## config.mk

```make
export PLATFORM = sky130hd
export DESIGN_NAME = vdma_steal_sched
export DESIGN_NICKNAME = d
export VERILOG_FILES = /design/src/rtl/vdma_pkg.sv /design/src/rtl/vdma_raster_ctr.sv /design/src/rtl/vdma_steal_fsm.sv /design/src/rtl/vdma_frame_tally.sv /design/src/rtl/vdma_steal_sched.sv
export SDC_FILE = /design/constraint.sdc
export NUM_CORES = 1
export LEC_CHECK = 0
export BUFFER_PORTS_ARGS = -buffer_cell sky130_fd_sc_hd__buf_2
export CAP_MARGIN = 0
export CELL_PAD_IN_SITES_DETAIL_PLACEMENT = 1
export CELL_PAD_IN_SITES_GLOBAL_PLACEMENT = 2
export CORE_AREA = 2 2 109 85
export DETAILED_ROUTE_END_ITERATION = 8
export DIE_AREA = 0 0 111 87
export GPL_TIMING_DRIVEN = 1
export PLACE_DENSITY = 0.88
export SETUP_SLACK_MARGIN = 0.4
export SYNTH_ARGS = -nofsm -noshare
export SYNTH_HDL_FRONTEND = slang
export SYNTH_HIERARCHICAL = 1
export SYNTH_SLANG_ARGS = --single-unit
```

## constraint.sdc

```tcl
create_clock -name clk -period 4.7 [get_ports clk]
set_clock_uncertainty 0.1 [all_clocks]
set_input_delay 0.94 -clock clk [delete_from_list [all_inputs] [get_ports clk]]
set_output_delay 0.94 -clock clk [all_outputs]
set_load 0.01 [all_outputs]
```

## src/rtl/vdma_pkg.sv

```systemverilog
package vdma_pkg;
    typedef enum logic [1:0] {
        ST_RUN,
        ST_WARN,
        ST_STEAL
    } steal_state_t;
endpackage

```

## src/rtl/vdma_raster_ctr.sv

```systemverilog
module vdma_raster_ctr #(
    parameter int XW     = 7,
    parameter int YW     = 9,
    parameter int G0_CYC = 63,
    parameter int G0_LIN = 312,
    parameter int G1_CYC = 64,
    parameter int G1_LIN = 262,
    parameter int G2_CYC = 65,
    parameter int G2_LIN = 262
) (
    input  logic          clk,
    input  logic          rst_n,
    input  logic [1:0]    geom,
    output logic [XW-1:0] x,
    output logic [YW-1:0] y,
    output logic [XW-1:0] x_nxt,
    output logic [YW-1:0] y_nxt,
    output logic          frame_last
);
    logic [XW-1:0] len;
    logic [YW-1:0] lines;
    logic          x_last;
    logic          y_last;

    always_comb begin
        unique case (geom)
            2'd0:    begin len = XW'(G0_CYC); lines = YW'(G0_LIN); end
            2'd1:    begin len = XW'(G1_CYC); lines = YW'(G1_LIN); end
            default: begin len = XW'(G2_CYC); lines = YW'(G2_LIN); end
        endcase
    end

    assign x_last     = (x >= len - XW'(1));
    assign y_last     = (y >= lines - YW'(1));
    assign x_nxt      = x_last ? '0 : x + XW'(1);
    assign y_nxt      = x_last ? (y_last ? '0 : y + YW'(1)) : y;
    assign frame_last = x_last && y_last;

    always_ff @(posedge clk) begin
        if (!rst_n) begin
            x <= '0;
            y <= '0;
        end else begin
            x <= x_nxt;
            y <= y_nxt;
        end
    end
endmodule

```

## src/rtl/vdma_steal_fsm.sv

```systemverilog
module vdma_steal_fsm
    import vdma_pkg::*;
#(
    parameter int XW        = 7,
    parameter int YW        = 9,
    parameter int NSPR      = 8,
    parameter int SCW       = 3,
    parameter int FETCH_AT  = 6,
    parameter int FETCH_LEN = 40,
    parameter int LEAD      = 3,
    parameter int WIN_TOP   = 48,
    parameter int WIN_BOT   = 247
) (
    input  logic            clk,
    input  logic            rst_n,
    input  logic [XW-1:0]   x_nxt,
    input  logic [YW-1:0]   y_nxt,
    input  logic            disp_en,
    input  logic [SCW-1:0]  vscroll,
    input  logic [NSPR-1:0] sprite_en,
    output logic            req_n,
    output logic            owns
);
    localparam int NCW = $clog2(NSPR + 1);

    steal_state_t  state, state_nx;
    logic          fetch_q;
    logic [NCW-1:0] nspr_q;
    logic [NCW-1:0] nspr_in;
    logic          fetch_in;
    logic          steal_line;
    logic [XW-1:0] win_start;
    logic [XW-1:0] win_stop;
    logic [XW-1:0] warn_at;

    always_comb begin
        nspr_in = '0;
        for (int i = 0; i < NSPR; i++) begin
            nspr_in = nspr_in + NCW'(sprite_en[i]);
        end
    end

    assign fetch_in = disp_en
                   && (y_nxt >= YW'(WIN_TOP)) && (y_nxt <= YW'(WIN_BOT))
                   && (y_nxt[SCW-1:0] == vscroll);

    always_ff @(posedge clk) begin
        if (!rst_n) begin
            fetch_q <= 1'b0;
            nspr_q  <= '0;
        end else if (x_nxt == '0) begin
            fetch_q <= fetch_in;
            nspr_q  <= nspr_in;
        end
    end

    assign steal_line = fetch_q || (nspr_q != '0);
    assign win_start  = fetch_q ? XW'(FETCH_AT) : XW'(FETCH_AT + FETCH_LEN);
    assign win_stop   = XW'(FETCH_AT + FETCH_LEN) + XW'({nspr_q, 1'b0});
    assign warn_at    = win_start - XW'(LEAD);

    always_ff @(posedge clk) begin
        if (!rst_n) state <= ST_RUN;
        else        state <= state_nx;
    end

    always_comb begin
        state_nx = state;
        unique case (state)
            ST_RUN:   if (steal_line && x_nxt == warn_at) state_nx = ST_WARN;
            ST_WARN:  if (x_nxt == win_start)             state_nx = ST_STEAL;
            ST_STEAL: if (x_nxt == win_stop)              state_nx = ST_RUN;
            default:                                      state_nx = ST_RUN;
        endcase
    end

    always_comb begin
        req_n = 1'b1;
        owns  = 1'b1;
        unique case (state)
            ST_RUN:   begin req_n = 1'b1; owns = 1'b1; end
            ST_WARN:  begin req_n = 1'b0; owns = 1'b1; end
            ST_STEAL: begin req_n = 1'b0; owns = 1'b0; end
            default:  begin req_n = 1'b1; owns = 1'b1; end
        endcase
    end
endmodule

```

## src/rtl/vdma_frame_tally.sv

```systemverilog
module vdma_frame_tally #(
    parameter int CW = 16
) (
    input  logic          clk,
    input  logic          rst_n,
    input  logic          cpu_cycle,
    input  logic          frame_last,
    output logic [CW-1:0] total,
    output logic          tick
);
    logic [CW-1:0] run_cnt;

    always_ff @(posedge clk) begin
        if (!rst_n) begin
            run_cnt <= '0;
            total   <= '0;
            tick    <= 1'b0;
        end else if (frame_last) begin
            total   <= run_cnt + CW'(cpu_cycle);
            run_cnt <= '0;
            tick    <= 1'b1;
        end else begin
            run_cnt <= run_cnt + CW'(cpu_cycle);
            tick    <= 1'b0;
        end
    end
endmodule

```

## src/rtl/vdma_steal_sched.sv

```systemverilog
module vdma_steal_sched #(
    parameter int XW   = 7,
    parameter int YW   = 9,
    parameter int CW   = 16,
    parameter int NSPR = 8,
    parameter int SCW  = 3
) (
    input  logic            clk,
    input  logic            rst_n,
    input  logic [1:0]      geom,
    input  logic            disp_en,
    input  logic [SCW-1:0]  vscroll,
    input  logic [NSPR-1:0] sprite_en,
    output logic            bus_req_n,
    output logic            cpu_owns,
    output logic            cpu_ready,
    output logic [XW-1:0]   raster_x,
    output logic [YW-1:0]   raster_y,
    output logic            frame_tick,
    output logic [CW-1:0]   cpu_cycles
);
    logic [XW-1:0] x_nxt;
    logic [YW-1:0] y_nxt;
    logic          frame_last;

    vdma_raster_ctr #(.XW(XW), .YW(YW)) u_raster (
        .clk        (clk),
        .rst_n      (rst_n),
        .geom       (geom),
        .x          (raster_x),
        .y          (raster_y),
        .x_nxt      (x_nxt),
        .y_nxt      (y_nxt),
        .frame_last (frame_last)
    );

    vdma_steal_fsm #(.XW(XW), .YW(YW), .NSPR(NSPR), .SCW(SCW)) u_fsm (
        .clk       (clk),
        .rst_n     (rst_n),
        .x_nxt     (x_nxt),
        .y_nxt     (y_nxt),
        .disp_en   (disp_en),
        .vscroll   (vscroll),
        .sprite_en (sprite_en),
        .req_n     (bus_req_n),
        .owns      (cpu_owns)
    );

    vdma_frame_tally #(.CW(CW)) u_tally (
        .clk        (clk),
        .rst_n      (rst_n),
        .cpu_cycle  (bus_req_n),
        .frame_last (frame_last),
        .total      (cpu_cycles),
        .tick       (frame_tick)
    );

    assign cpu_ready = bus_req_n;
endmodule

```

==> impl_metrics.json <==
{
  "status": "complete, no violations",
  "grt_max_degree": 36,
  "grt_pass1_wl_um": 13300,
  "hold_violations": 0,
  "final_antenna_net_count": 0,
  "period_share_pct": 78.3,
  "post_cts_buffers": 0,
  "synth_flop_cell": "dfxtp_1",
  "gp_congestion": 0.828,
  "multi_input_area_um2": 1900,
  "ys_seq_elements": 56,
  "track_usage_pct": 16.9,
  "rows": 30,
  "setup_viol": 0,
  "synth_area_leaders": "dfxtp_1 (36%), ha_1 (8.9%), xnor2_1 (5.4%)",
  "die_area_um2": 9660,
  "finalSetupTns_ns": 0,
  "antenna_found_initial": 0,
  "cts_tree": "yes",
  "hp-class": "reg -> reg",
  "die_w_um": 111,
  "synthCells": 350,
  "yosysUniqueCellTypes": 56,
  "regArea_um2": 1120,
  "coreArea_um2": 8670,
  "port-buffer-count": 51,
  "startpoint_type": "input pin",
  "detail_route.iter0.violations": 39,
  "dp.final_hpwl_um": 5990,
  "peakVddDrop_uv": 146,
  "nFillCells": 1043,
  "fin_util_pct": 42.1,
  "ys_seq_area_share_pct": 36.1,
  "insertion_delay_ns": 0.29,
  "p_leak_uw": 0.00151,
  "cts.path.max_buffers": 2,
  "drt-wirelength-per-cell_um": 15.5,
  "avgViaCountPerCell": 5.22,
  "drc": 0,
  "ioPinCount": 52,
  "layout_min_cycle_time_ns": 3.68,
  "synth_nets": 392,
  "yosysTopAreaCellShare_pct": 36.1,
  "htree_levels": 2,
  "synth_area_leader_cell": "dfxtp_1",
  "total_power_uw": 1060,
  "worst_pin_slew_ns": 0.736,
  "layout-drive-gt1-share_pct": 19.2,
  "synth_edf_count": 0,
  "areaGrowthSynthToFinish_pct": 17.3,
  "p_per_area_nw_per_um2": 290,
  "dieHeight_um": 87,
  "netlist_area_um2": 3110,
  "clkTransAtPathRegs_ns": 0.07,
  "clock.fmax_ghz": 0.272,
  "synth_common_cells": "dfxtp_1 (56), nor2_1 (39), nand2_1 (31)",
  "grt_pass1_vias": 2705,
  "cts_resized": 0,
  "required_ns": 4.81,
  "setup.worst_path.end_class": "flop",
  "slew_viol_final": 0,
  "avgSynthCellArea_um2": 8.88,
  "post-synth-top-count-cell": "dfxtp_1",
  "via_count": 2684,
  "diodes": 0,
  "numCtsBuffers": 5,
  "cts_sinks": 56,
  "wl_um": 7970,
  "initial_core_util_pct": 35.9,
  "drt_pass1_iterations": 4,
  "grt_setup_unrepaired": "false",
  "worstPathArrival_ns": 3.79,
  "async_flop_share_pct": 0,
  "drv_cap": 0,
  "fin_nets": 443,
  "r2r_setup_slack_ns": 1.49,
  "max_slew_margin_pct": 50.8,
  "path_class": "in -> reg",
  "cp_max_fo": 10,
  "root_buffer": "clkbuf_16",
  "cts_hold_buf": 0,
  "grt_overflow": 0,
  "synth_warnings": 6
}
[worst max-delay path, cell delays in order]
cell and delay, ns:
buf_2 0.16, inv_1 0.06, ha_1 0.33, a21oi_1 0.14
and3_1 0.18, a21boi_1 0.62, and2_1 0.29, xnor2_1 0.09
a211oi_1 0.22, o2111ai_1 0.17, a221oi_2 0.34, mux2i_1 0.24
[metrics by stage]
step | hold WS [ns] | area, um2 | std cells | setup WS, ns
after floorplan | 0.351 | 3110 | 350 | 1.16
after global placement | 0.350 | 3480 | 506 | 0.911
after detailed placement | 0.350 | 3480 | 506 | 0.787
after CTS | 0.380 | 3650 | 514 | 1.02
after global routing | 0.395 | 3650 | 514 | 0.663
final | 0.378 | 3650 | 514 | 1.02
[layer usage]
metal  share of wire (%)  global-route usage, %  vias to the layer above
li1                    -                      -                     1337
met1                  51                   23.5                     1305
met3                 3.1                   3.34                        4
met4                0.69                   4.20                        0
met2                  46                   27.3                       38
met5                   0                      0                        -
[layout by cell type, fill, tap and decap left out, types with 3 or more instances in the layout]
| master | Yosys | final |
|---|---|---|
| nor4_2 | 4 | 4 |
| nor2b_1 | 8 | 8 |
| clkbuf_16 | 0 | 5 |
| buf_2 | 0 | 51 |
| xnor2_1 | 19 | 19 |
| nand3_1 | 19 | 19 |
| o21ai_1 | 4 | 4 |
| nor3b_1 | 3 | 3 |
| nand2_1 | 31 | 31 |
| a21oi_1 | 19 | 19 |
| nand2b_1 | 3 | 3 |
| xor2_1 | 10 | 10 |
| nor2_1 | 39 | 38 |
| dfxtp_1 | 56 | 56 |
| mux2i_1 | 6 | 6 |
| inv_1 | 13 | 13 |
| and2_1 | 5 | 5 |
| o21ai_0 | 15 | 15 |
| o211a_1 | 3 | 3 |
| fa_1 | 4 | 4 |
| nand4_1 | 5 | 5 |
| ha_1 | 22 | 22 |
| nor3_1 | 8 | 8 |
| and3_1 | 5 | 5 |
[where the power goes]
part / switching [uW] / internal [uW] / total, uW
Sequential: 15.7 / 485 / 500
Clock: 168 / 251 / 419
Combinational: 77.6 / 61.3 / 139
Total: 261 / 797 / 1060
[flip-flops by register name, summed over array words and instances, names as in the netlist]
register         count
u_raster/x           7
u_raster/y           9
u_tally/total       16
u_fsm/state          2
u_tally/run_cnt     16
u_fsm/fetch_q        1
u_tally/tick         1
u_fsm/nspr_q         4
[area by class of cell]
| type | instances | area share (%) |
|---|---|---|
| Tap cell | 112 | 3.84 |
| Clock inverter | 2 | 0.960 |
| Inverter | 13 | 1.34 |
| Clock buffer | 6 | 3.53 |
| Timing Repair Buffer | 53 | 7.41 |
| Multi-Input combinational cell | 272 | 52.2 |
| Sequential cell | 56 | 30.7 |
[path summary, 6_finish.rpt]
path         cells after the start                to        startpoint
max                             12    u_fsm/state[1]           geom[1]
min                              1  u_tally/total[4]  u_tally/total[4]
max reg2reg                     11    u_fsm/state[1]     u_raster/x[0]
min reg2reg                      1  u_tally/total[4]  u_tally/total[4]
[logic make-up (layout without fill, tap and decap cells)]
| family | after synthesis | in the layout | synth area share [%] |
|---|---|---|---|
| DFF | 56 | 56 | 36.1 |
| adders and majority gates | 26 | 26 | 11.4 |
| AOI/OAI and AO/OA | 64 | 64 | 14.0 |
| xor gates and xnor gates | 29 | 29 | 8.17 |
| buffers and inverters | 22 | 74 | 2.78 |
| and+or+nand+nor | 147 | 147 | 25.6 |
| muxes | 6 | 6 | 1.93 |
(Power assumes the default switching activity.)
